<file path="config.mk">
export PLATFORM = sky130hd
export DESIGN_NAME = wchb_stage
export DESIGN_NICKNAME = d
export VERILOG_FILES = /design/src/rtl/wchb_pkg.sv /design/src/rtl/wchb_celem.sv /design/src/rtl/wchb_rail_cell.sv /design/src/rtl/wchb_stage.sv
export SDC_FILE = /design/constraint.sdc
export NUM_CORES = 1
export LEC_CHECK = 0
export ABC_AREA = 1
export BUFFER_PORTS_ARGS = -buffer_cell sky130_fd_sc_hd__buf_2
export CORE_UTILIZATION = 43
export CTS_CLUSTER_SIZE = 20
export DETAILED_ROUTE_END_ITERATION = 6
export PLACE_DENSITY = 0.72
export SLEW_MARGIN = 20
export SYNTH_ARGS = -nofsm -noshare
export SYNTH_HDL_FRONTEND = slang
export SYNTH_SLANG_ARGS = --single-unit
</file>
<file path="constraint.sdc">
create_clock -name clk -period 0.8 [get_ports clk]
set_input_delay 0.04 -clock clk [delete_from_list [all_inputs] [get_ports clk]]
set_output_delay 0.04 -clock clk [all_outputs]
set_load 0.01 [all_outputs]
</file>
<file path="src/rtl/wchb_pkg.sv">
package wchb_pkg;

    // One dual-rail bit: exactly one rail high means valid, both low means spacer.
    typedef struct packed {
        logic t;
        logic f;
    } drail_t;

    function automatic logic dr_valid(drail_t b);
        return b.t ^ b.f;
    endfunction

    function automatic logic dr_illegal(drail_t b);
        return b.t & b.f;
    endfunction

endpackage

</file>
<file path="src/rtl/wchb_celem.sv">
module wchb_celem #(
    parameter int WIDTH = 2
) (
    input  logic             clk,
    input  logic             rst,
    input  logic [WIDTH-1:0] req,
    output logic             state_q
);
    // Set when all conditions are high, clear when all are low, hold otherwise.
    always_ff @(posedge clk) begin
        if (rst)
            state_q <= 1'b0;
        else if (&req)
            state_q <= 1'b1;
        else if (~|req)
            state_q <= 1'b0;
    end
endmodule

</file>
<file path="src/rtl/wchb_rail_cell.sv">
module wchb_rail_cell
    import wchb_pkg::*;
(
    input  logic   clk,
    input  logic   rst,
    input  drail_t in_bit,
    input  logic   rdy,
    output drail_t out_bit,
    output logic   bit_done,
    output logic   bit_bad
);
    logic t_q, f_q;
    logic bad;

    assign bad = dr_illegal(in_bit);

    // An illegal code never counts as a set condition for either rail.
    wchb_celem #(.WIDTH(2)) t_cel (
        .clk     (clk),
        .rst     (rst),
        .req     ({in_bit.t & ~bad, rdy}),
        .state_q (t_q)
    );

    wchb_celem #(.WIDTH(2)) f_cel (
        .clk     (clk),
        .rst     (rst),
        .req     ({in_bit.f & ~bad, rdy}),
        .state_q (f_q)
    );

    assign out_bit  = '{t: t_q, f: f_q};
    assign bit_done = dr_valid(out_bit);
    assign bit_bad  = bad;
endmodule

</file>
<file path="src/rtl/wchb_stage.sv">
module wchb_stage
    import wchb_pkg::*;
#(
    parameter int NBITS = 4
) (
    input  logic             clk,
    input  logic             rst,
    input  logic [NBITS-1:0] left_f,
    input  logic [NBITS-1:0] left_t,
    output logic             left_ack_n,
    output logic [NBITS-1:0] right_f,
    output logic [NBITS-1:0] right_t,
    input  logic             right_ack_n,
    output logic             proto_err
);
    logic [NBITS-1:0] done_vec;
    logic [NBITS-1:0] bad_vec;
    logic             word_done;

    for (genvar i = 0; i < NBITS; i++) begin : g_bit
        drail_t ob;
        wchb_rail_cell cell_i (
            .clk      (clk),
            .rst      (rst),
            .in_bit   ('{t: left_t[i], f: left_f[i]}),
            .rdy      (right_ack_n),
            .out_bit  (ob),
            .bit_done (done_vec[i]),
            .bit_bad  (bad_vec[i])
        );
        assign right_t[i] = ob.t;
        assign right_f[i] = ob.f;
    end

    // Word completion: changes only on all-valid or all-neutral output.
    wchb_celem #(.WIDTH(NBITS)) done_cel (
        .clk     (clk),
        .rst     (rst),
        .req     (done_vec),
        .state_q (word_done)
    );

    assign left_ack_n = ~word_done;

    always_ff @(posedge clk) begin
        if (rst)
            proto_err <= 1'b0;
        else
            proto_err <= |bad_vec;
    end
endmodule

</file>
# After elaboration in Yosys (flattened, before gate mapping)
# Cells that the tools add are included.
[totals]
register_bits = 10
inputBits = 11
output_inout_bits = 10
wordCells = 77
[classes]
n_eq_ne = 9
n_mux = 18
n_bitwise = 21
n_reduce_logical = 19
[ops]
columns = ["cell", "count"]
rows = [
  ["1-bit two-way mux", 18],
  ["2-bit != test (second input constant)", 8],
  ["2-bit AND reduction", 8],
  ["2-bit OR reduction", 8],
  ["1-bit AND", 12],
  ["4-bit OR reduction", 2],
  ["1-bit NOT", 5],
  ["4-bit AND reduction", 1],
  ["1-bit XOR", 4],
  ["2-bit by 1-bit != test with 1-bit output (second input constant)", 1],
]

# Depth between registers and ports, before layout
# Gate-level depths: netlist of the first run.
[logic_depth]
word_depth = 6
mapped_depth = 7
depth_no_buf = 7

# By module
# From an unflattened synthesis of the first run, not the netlist that was laid out.
[unflattened]
cells_unflattened = 128
area_unflattened_um2 = 772.0
[modules_own_cells]
columns = ["mod", "instances", "cells_each", "area_each_um2", "seq_area_each_um2"]
rows = [
  ["wchb_celem at g_bit[0].cell_i.f_cel ...", 8, 8, 57.6, 20.0],
  ["wchb_rail_cell", 4, 13, 56.3, 0.0],
  ["wchb_celem at done_cel", 1, 7, 50.0, 20.0],
  ["wchb_stage", 1, 5, 36.3, 20.0],
]

# Least setup slack after synthesis of the first run
# Ideal clock, no wire load.
[synth_timing]
kind = "reg2reg"
from = "register g_bit[0].cell_i.t_cel.state_q"
to = "register done_cel.state_q"
t_arrival_ns = 0.716
t_required_ns = 0.682
path_slack_ns = -0.034
path_stages_with_launch = 8
n_path_buf = 0
cell_sequence = "dfxtp_1 -> inv_2 -> nand2_1 -> nand2_1 -> nor2_1 -> nand2_1 -> nand2_1 -> a21oi_2"
[synth_between]
elab_chain_cells = 3
word_cells_on_any_way = 5
classes_between = "1 x eq/ne; 1 x mux; 1 x bitwise; 2 x reduce/logical"
[synth_lines]
columns = ["element", "line_no", "text"]
rows = [
  ["start: declaration", "wchb_celem.sv:7", "output logic state_q"],
  ["start signal: assignment", "wchb_celem.sv:12", "state_q <= 1'b0;"],
  ["start signal: assignment", "wchb_celem.sv:14", "state_q <= 1'b1;"],
  ["start signal: assignment", "wchb_celem.sv:16", "state_q <= 1'b0;"],
  ["1-bit XOR (*)", "wchb_pkg.sv:10", "return b.t ^ b.f;"],
  ["4-bit OR reduction or 4-bit AND reduction (tied branches)", "wchb_celem.sv:15, wchb_celem.sv:13", ""],
  ["2-bit by 1-bit != test with 1-bit output (no line) or 1-bit two-way mux (tied branches)", "-", ""],
  ["end signal: assignment", "wchb_celem.sv:12", ""],
  ["end signal: assignment", "wchb_celem.sv:14", ""],
  ["end signal: assignment", "wchb_celem.sv:16", ""],
  ["end: declaration", "wchb_celem.sv:7", ""],
]
# Every way passes the cells marked *; elsewhere a longest branch is shown, timed or not.
# A chain may end at the register's enable or synchronous reset.

# Worst setup path in the final report of the first run
[layout_timing]
from = "register g_bit[3].cell_i.t_cel.state_q"
to = "register done_cel.state_q"
[layout_between]
elab_chain_cells = 3
word_cells_on_any_way = 5
classes_between = "1 x eq/ne; 1 x mux; 1 x bitwise; 2 x reduce/logical"
[layout_lines]
columns = ["element", "line_no"]
rows = [
  ["start: declaration", "wchb_celem.sv:7"],
  ["start signal: assignment", "wchb_celem.sv:12"],
  ["start signal: assignment", "wchb_celem.sv:14"],
  ["start signal: assignment", "wchb_celem.sv:16"],
  ["1-bit XOR (*)", "wchb_pkg.sv:10"],
  ["4-bit OR reduction or 4-bit AND reduction (tied branches)", "wchb_celem.sv:15, wchb_celem.sv:13"],
  ["2-bit by 1-bit != test with 1-bit output (no line) or 1-bit two-way mux (tied branches)", "-"],
]
# Marked as above.

==> results of run 1 <==
-- metrics by stage --
step	total power, mW	cell area, um2	setup TNS, ns
floorplan	0.8248	654.4	-0.009461
finish	1.456	898.4	-0.1201
global route	1.546	898.4	-0.4740
global placement	0.9507	828.3	-0.3466
CTS	1.437	869.6	-0.1186
detailed placement	0.9616	828.3	-0.5299
-- cell usage in the layout (no fill, tap or decap), types with 3 or more instances in the layout --
cell type,count
nor2_1,20
buf_2,17
buf_4,16
inv_1,10
nand2_1,10
a211oi_1,8
ha_1,8
inv_2,7
dfxtp_2,6
nand2_2,4
clkbuf_4,3
buf_6,3
-- worst reg2reg max path: cells and delay by family (launching register included) --
family                 cells  cell delay [ns]
AND/OR/NAND/NOR            5             0.37
AO/OA/AOI/OAI              1             0.05
flip-flops                 1             0.35
buffers and inverters      1             0.04
-- cell type report --
| class | count | area (um2) | area share |
|---|---|---|---|
| Sequential cell | 10 | 215.2 | 0.2396 |
| Tap cell | 15 | 18.77 | 0.02089 |
| Clock buffer | 4 | 36.28 | 0.04039 |
| Inverter | 17 | 63.81 | 0.07103 |
| Timing Repair Buffer | 36 | 239.0 | 0.2660 |
| Multi-Input combinational cell | 54 | 325.3 | 0.3621 |
-- how the worst max path moves through the flow --
stage               depth (start not counted)                            end  slack [ns]                           from
floorplan                                   7               done_cel.state_q      -0.009  g_bit[3].cell_i.f_cel.state_q
global placement                            7               done_cel.state_q       -0.07  g_bit[3].cell_i.f_cel.state_q
detailed placement                          5  g_bit[2].cell_i.f_cel.state_q       -0.11                      left_f[2]
CTS                                         7               done_cel.state_q       -0.09  g_bit[1].cell_i.f_cel.state_q
global route                                7               done_cel.state_q       -0.15  g_bit[3].cell_i.t_cel.state_q
finish                                      7               done_cel.state_q       -0.11  g_bit[3].cell_i.t_cel.state_q
-- flip-flops by register name, indices dropped and copies added, names as in the netlist --
| name | cells |
|---|---|
| g_bit.cell_i.t_cel.state_q | 4 |
| g_bit.cell_i.f_cel.state_q | 4 |
| done_cel.state_q | 1 |
| proto_err | 1 |
-- power by group through the flow --
stage	clock network (mW)	logic [mW]	registers, mW
floorplan	0	0.242	0.583
global placement	0	0.366	0.585
detailed placement	0	0.376	0.585
CTS	0.477	0.384	0.576
global route	0.495	0.466	0.585
finish	0.473	0.405	0.578
-- cell families after synthesis --
logic type / count (synthesis)
AND/OR/NAND/NOR: 35
adder cells (fa/ha/maj): 8
buffers and inverters: 26
AO/OA/AOI/OAI: 11
flip-flops: 10
-- metal layers --
metal / up-vias / global-route usage
met3: 4 / 0.04891
met2: 17 / 0.3214
met5: - / 0
met1: 270 / 0.2582
met4: 0 / 0.05000
li1: 342 / -
-- repair_timing --
item | in CTS | in global routing
setup endpoints to repair | 3 | 13
hold buffers | 0 | 0
resized for setup | 4 | 8
hold endpoints to repair | 0 | 0
pin swaps | 2 | 4
setup buffers | 0 | 0
==> reports/results.md, run 1 <==
| Parameter | This run | Unit |
|:---|:---|:---|
| Worst-case setup margin in the final layout | -0.1083 | ns |
| Die H | 40.71 | um |
| Max-slew headroom at the worst pin | 0.8591 | - |
| Fill cell total of the finished layout | 119 | - |
| Leakage power summed over all cells | 0.4841 | nW |
| Startpoint of the worst register-to-register path | g_bit[3].cell_i.t_cel.state_q | - |
| Most numerous cell in the Yosys netlist | nor2_1 | - |
| Switching Share | 0.2924 | - |
| Post-DP HPWL | 979.2 | um |
| Highest clock rate | 1101 | MHz |
| Slowest Stage Delay on Critical Path | 0.35 | ns |
| Worst Setup Slack post-DPL | -0.1065 | ns |
| Part of the power in the clock network | 0.325 | - |
| Fraction of the mapped netlist area in compound gates | 0.1262 | - |
| CTS Root Cell | clkbuf_4 | - |
| Clock tree sinks | 10 | - |
| Endpoint, Worst Hold | done_cel.state_q | - |
| Netlist area before placement | 644.4 | um2 |
| Starting density of the core | 0.4773 | - |
| Seq/Total Area, Yosys | 0.3107 | - |
| Final period utilization | 1.135 | - |
| Cell Int Power | 1.031 | mW |
| Failing checks | negative setup slack | - |
| Worst Max-Slew Pin Slew | 0.2101 | ns |
| Last weighted congestion value of the routability-driven placer | 0.6889 | - |
| Startpoint type of the worst setup path | flip-flop | - |
| Met3 WL | 64 | um |
| Cell Chain, Critical Path | inv_2, nand2_1, nand2_2, nor2_1, nand2_1, nand2_1, a21oi_2 | - |
| Total of buffers placed on input and output ports | 20 | - |
| Met1 Routed Length | 613 | um |
| Total iterations of the first detailed-routing run | 4 | - |
| Worst VDD drop | 0.9108 | mV |
| Logic depth of the worst register-to-register path | 7 | - |
| Antenna fix cells | 0 | - |
| Top Ports | 21 | - |
| Type of destination of the critical path | flip-flop | - |
| Synth Area in Simple Gates | 0.2078 | - |
| Die Footprint | 0.001657 | mm2 |
| Number of buffer and inverter instances along the worst setup path | 1 | - |
| Min Clock Period, post-route | 0.9083 | ns |
| Average wire per cell in the routed design | 9.691 | um |
| Psw | 0.4258 | mW |
| Adder-Cell Fraction of Synth Area | 0.1553 | - |
| Final cell count without fillers | 136 | - |
| Count of pins over their slew limit | 0 | - |
| Number of enable-type register cells in the synthesized netlist | 0 | - |
| Mean instance size in the synthesized netlist | 7.160 | um2 |
| Drt via density | 4.654 | - |
| Horizontal die dimension | 40.71 | um |
| Relative area change from synthesis to final layout | 39.42 | % |
| Remaining global-route overflow | 0 | - |
| Number of design-rule violations left by the first detailed-router iteration | 12 | - |
| Pwr dens | 1621 | mW/mm2 |
| Worst setup slack for register-to-register paths | -0.11 | ns |
| Synth async-reset ratio | 0 | - |
| Main combinational cell family by area after synthesis | simple AND/OR/NAND/NOR gates | - |
| Clock transition at the registers of the reported paths | 0.07 | ns |
| Number of standard-cell rows in the floorplan | 13 | - |
| Largest driver fanout on the critical path | 3 | - |
| Placed instance count | 132 | - |
| Count of state elements after synthesis | 10 | - |
| Clock tree from TritonCTS | yes | - |
| Reg power frac | 0.397 | - |
| Number of nets in the synthesized netlist | 109 | - |
| DR top layer | met4 | - |
| MaxCap Viol Count | 0 | - |
| Mux contribution to synthesized area | 0 | - |
| Number of antenna violations at the first check in global routing | 0 | - |
| Post-synthesis cell type count | 12 | - |
| Endpoint of the worst-slack reg-to-reg timing path | done_cel.state_q | - |
| Final worst hold slack | 0.06711 | ns |
| Synth top area share | 0.3107 | - |
| Worst path most repeated cell | nand2_1 | - |
| YS warnings | 0 | - |
| Portion of total power attributed to combinational logic | 0.278 | - |
| # nets final | 141 | - |
| Core occupancy in the finished layout | 0.6654 | - |
| Clock Latency Late Sink | 0.27 | ns |
| Clock tree skew after final layout | 0.001329 | ns |
| Met2 WL | 620 | um |
| Outcome | finished, violations left | - |
| Cell at the slowest stage of the critical path | dfxtp_2 | - |
| Most used flip-flop cell after synthesis | dfxtp_1 | - |
| Worst Hold Launch | rst | - |
| Wirelength, routed | 1318 | um |
| Number of levels the H-tree was split into | 1 | - |
| Antenna viol nets, final | 0 | - |
| Data arrival time of the critical path | 1.07 | ns |
| Total clock buffers created by CTS | 3 | - |
| Largest net degree at the start of global routing | 11 | - |
| Cell type contributing the most total cell area after synthesis | dfxtp_1 | - |
| Top cell types by occurrence after synthesis | 20 x nor2_1, 16 x inv_1, 14 x nand2_1 | - |
| Worst endpoint required time | 0.96 | ns |
| First-pass GRT wire length | 2139 | um |
| Area inside the core boundary | 0.001350 | mm2 |
| Cell type group with the largest total delay on the critical path | simple AND/OR/NAND/NOR gates | - |
| Finish-stage setup viols | 4 | - |
| Type of the tightest min-delay check | in -> reg | - |
| Fraction of layout cells with a size suffix above 1 | 0.4959 | - |
| Area share of xor/xnor cells in the synthesized design | 0 | - |
| Maximum root-to-sink buffer count | 2 | - |
| Worst hold path depth | 2 | - |
| Critical path class | reg -> reg | - |
| Count of final hold-check violations | 0 | - |
| Global-route usage over all layers | 0.1975 | - |
| Via Count | 633 | - |
| Synthesized netlist cell count | 90 | - |
| Setup repair after global routing missed its margin | yes | - |
| Cell types occupying the most area after synthesis | dfxtp_1 31%, ha_1 16%, nor2_1 12% | - |
| Via count of the first global-routing pass | 535 | - |
| DRC violations left | 0 | - |
Note: power is estimated with default switching activity, not from simulation.
==> run 2: changes to the inputs <==
CORE_AREA = 2 2 39 41   (was default)
CORE_UTILIZATION = default   (was 43)
DIE_AREA = 0 0 41 43   (was default)
PLACE_DENSITY = 0.77   (was 0.72)
clock period = 1.1 ns   (was 0.8 ns; I/O delays follow)
==> reports/results.md, run 2 (same netlist as run 1, synthesis figures left out) <==
| Parameter | This run | Unit | vs previous |
|:---|:---|:---|:---|
| Outcome | completed | - | was finished, violations left |
| Worst setup slack for register-to-register paths | 0.13 | ns | was -0.11 ns |
| Type of the tightest min-delay check | in -> reg | - | unchanged |
| First-pass GRT wire length | 2042 | um | was 2139 um |
| # nets final | 125 | - | was 141 |
| Count of pins over their slew limit | 0 | - | unchanged |
| Clock tree from TritonCTS | yes | - | unchanged |
| Portion of total power attributed to combinational logic | 0.248 | - | was 0.278 |
| Starting density of the core | 0.4656 | - | was 0.4773 |
| Drt via density | 4.875 | - | was 4.654 |
| MaxCap Viol Count | 0 | - | unchanged |
| Via Count | 585 | - | was 633 |
| Post-DP HPWL | 1032 | um | was 979.2 um |
| Type of destination of the critical path | flip-flop | - | unchanged |
| DRC violations left | 0 | - | unchanged |
| Worst VDD drop | 0.6196 | mV | was 0.9108 mV |
| Area inside the core boundary | 0.001384 | mm2 | was 0.001350 mm2 |
| Pwr dens | 1223 | mW/mm2 | was 1621 mW/mm2 |
| Final period utilization | 0.8783 | - | was 1.135 |
| Setup repair after global routing missed its margin | no | - | was yes |
| Antenna viol nets, final | 0 | - | unchanged |
| Horizontal die dimension | 41 | um | was 40.71 um |
| Total clock buffers created by CTS | 3 | - | unchanged |
| Largest driver fanout on the critical path | 3 | - | unchanged |
| Antenna fix cells | 0 | - | unchanged |
| Number of resized instances in the post-cts repair step | 0 | - | was 4 |
| Core occupancy in the finished layout | 0.5217 | - | was 0.6654 |
| Die Footprint | 0.001763 | mm2 | was 0.001657 mm2 |
| Worst path most repeated cell | nand2_1 | - | unchanged |
| Clock tree skew after final layout | 0.002500 | ns | was 0.001329 ns |
| Startpoint type of the worst setup path | flip-flop | - | unchanged |
| Part of the power in the clock network | 0.289 | - | was 0.325 |
| Worst endpoint required time | 1.26 | ns | was 0.96 ns |
| Number of design-rule violations left by the first detailed-router iteration | 9 | - | was 12 |
| Number of levels the H-tree was split into | 1 | - | unchanged |
| Max-slew headroom at the worst pin | 0.8691 | - | was 0.8591 |
| Total iterations of the first detailed-routing run | 4 | - | unchanged |
| Switching Share | 0.3099 | - | was 0.2924 |
| Last weighted congestion value of the routability-driven placer | 0.7417 | - | was 0.6889 |
| Fraction of layout cells with a size suffix above 1 | 0.2404 | - | was 0.4959 |
| Relative area change from synthesis to final layout | 12.04 | % | was 39.42% |
| Clock tree sinks | 10 | - | unchanged |
| Worst Max-Slew Pin Slew | 0.1952 | ns | was 0.2101 ns |
| Final cell count without fillers | 120 | - | was 136 |
| Maximum root-to-sink buffer count | 2 | - | unchanged |
| Number of antenna violations at the first check in global routing | 0 | - | unchanged |
| Count of final hold-check violations | 0 | - | unchanged |
| Critical path class | reg -> reg | - | unchanged |
| Top Ports | 21 | - | unchanged |
| Highest clock rate | 1035 | MHz | was 1101 MHz |
| Finish-stage setup viols | 0 | - | was 4 |
| Cell at the slowest stage of the critical path | dfxtp_1 | - | was dfxtp_2 |
| Reg power frac | 0.464 | - | was 0.397 |
| Number of standard-cell rows in the floorplan | 14 | - | was 13 |
| Post-CTS Hold Buffers | 0 | - | unchanged |
| Power, Total | 0.8828 | mW | was 1.456 mW |
| Total of buffers placed on input and output ports | 20 | - | unchanged |
| Clock Latency Late Sink | 0.27 | ns | about the same |
| Area used by sequential logic in the layout | 200.2 | um2 | was 215.2 um2 |
| Cell Int Power | 0.6093 | mW | was 1.031 mW |
| Die H | 43 | um | was 40.71 um |
| Placed instance count | 117 | - | was 132 |
| Psw | 0.2735 | mW | was 0.4258 mW |
| Wirelength, routed | 1236 | um | was 1318 um |
| Logic depth of the worst register-to-register path | 7 | - | unchanged |
| Cell Chain, Critical Path | inv_2, nand2_1, nand2_1, nor2_1, nand2_1, nand2_1, a21oi_2 | - | was inv_2, nand2_1, nand2_2, nor2_1, nand2_1, nand2_1, a21oi_2 |
| Footprint of the multi-input gates | 315.3 | um2 | was 325.3 um2 |
| Average wire per cell in the routed design | 10.30 | um | was 9.691 um |
| Remaining global-route overflow | 0 | - | unchanged |
| Data arrival time of the critical path | 1.12 | ns | was 1.07 ns |
| Setup TNS Final | 0 | ns | was -0.1201 ns |
| Worst hold path depth | 2 | - | unchanged |
| Largest registers ranked by flip-flop count | g_bit.cell_i.f_cel.state_q: 4 flops, g_bit.cell_i.t_cel.state_q: 4 flops | - | unchanged |
| Commonest cells after routing, fill and taps aside | 20 x nor2_1, 20 x buf_2, 16 x inv_1, 14 x nand2_1, 10 x dfxtp_1 | - | was 20 x nor2_1, 17 x buf_2, 16 x buf_4, 10 x inv_1, 10 x nand2_1 |
| Fill cell total of the finished layout | 136 | - | was 119 |
| Clock transition at the registers of the reported paths | 0.07 | ns | about the same |
| Via count of the first global-routing pass | 526 | - | was 535 |
| Leakage power summed over all cells | 0.3974 | nW | was 0.4841 nW |
| Global-route usage over all layers | 0.1734 | - | was 0.1975 |
| Slowest Stage Delay on Critical Path | 0.36 | ns | was 0.35 ns |
| Largest net degree at the start of global routing | 11 | - | unchanged |
| Final worst hold slack | 0.08424 | ns | was 0.06711 ns |
| CTS Root Cell | clkbuf_4 | - | unchanged |
| Post-CTS setup buffer count | 0 | - | unchanged |
| Min Clock Period, post-route | 0.9661 | ns | was 0.9083 ns |
[run 2: cell types whose count changed in the layout (fill, tap and decap cells not counted), sizes merged]
cell / change
buf: -16
clkbuf: -1
[run 2: worst paths after layout]
check | endpoint | startpoint
min reg2reg | g_bit[0].cell_i.t_cel.state_q | g_bit[0].cell_i.t_cel.state_q
max reg2reg | done_cel.state_q | g_bit[0].cell_i.t_cel.state_q
min | done_cel.state_q | rst
max | done_cel.state_q | g_bit[0].cell_i.t_cel.state_q
[run 2: per-stage QoR]
| stage | setup slack (ns) | cell area, um2 |
|---|---|---|
| 2_1_floorplan | 0.2660 | 644.4 |
| 3_3_place_gp | 0.2133 | 699.4 |
| 3_5_place_dp | 0.1292 | 699.4 |
| 4_1_cts | 0.1158 | 721.9 |
| 5_1_grt | 0.01679 | 721.9 |
| 6_report | 0.1339 | 721.9 |
[run 2: power groups by stage]
stage / sequential [mW] / clock [mW] / combinational [mW]
6_report: 0.409 / 0.255 / 0.219
5_1_grt: 0.415 / 0.272 / 0.252
4_1_cts: 0.410 / 0.264 / 0.222
3_5_place_dp: 0.418 / 0 / 0.221
3_3_place_gp: 0.417 / 0 / 0.214
2_1_floorplan: 0.417 / 0 / 0.175
[run 2: critical path: cells and delay by family (launching register included)]
kind	cells	cell delay, ns
and+or+nand+nor	5	0.39
DFF	1	0.36
buffers and inverters	1	0.05
AOI/OAI and AO/OA	1	0.05
[run 2: routing by layer]
| metal | routed length (um) | vias to the layer above | global-route usage | share of wire |
|---|---|---|---|---|
| li1 | - | 308 | - | - |
| met1 | 535 | 255 | 0.2117 | 0.43 |
| met2 | 603 | 18 | 0.2594 | 0.49 |
| met3 | 67 | 4 | 0.03141 | 0.054 |
| met4 | 29 | 0 | 0.1200 | 0.023 |
| met5 | 0 | - | 0 | 0 |
[run 2: area by class of cell]
type | count | share of cell area
Inverter | 17 | 0.08839
Tap cell | 16 | 0.02773
Timing Repair Buffer | 20 | 0.1386
Sequential cell | 10 | 0.2773
Multi-Input combinational cell | 54 | 0.4367
Clock buffer | 3 | 0.03120
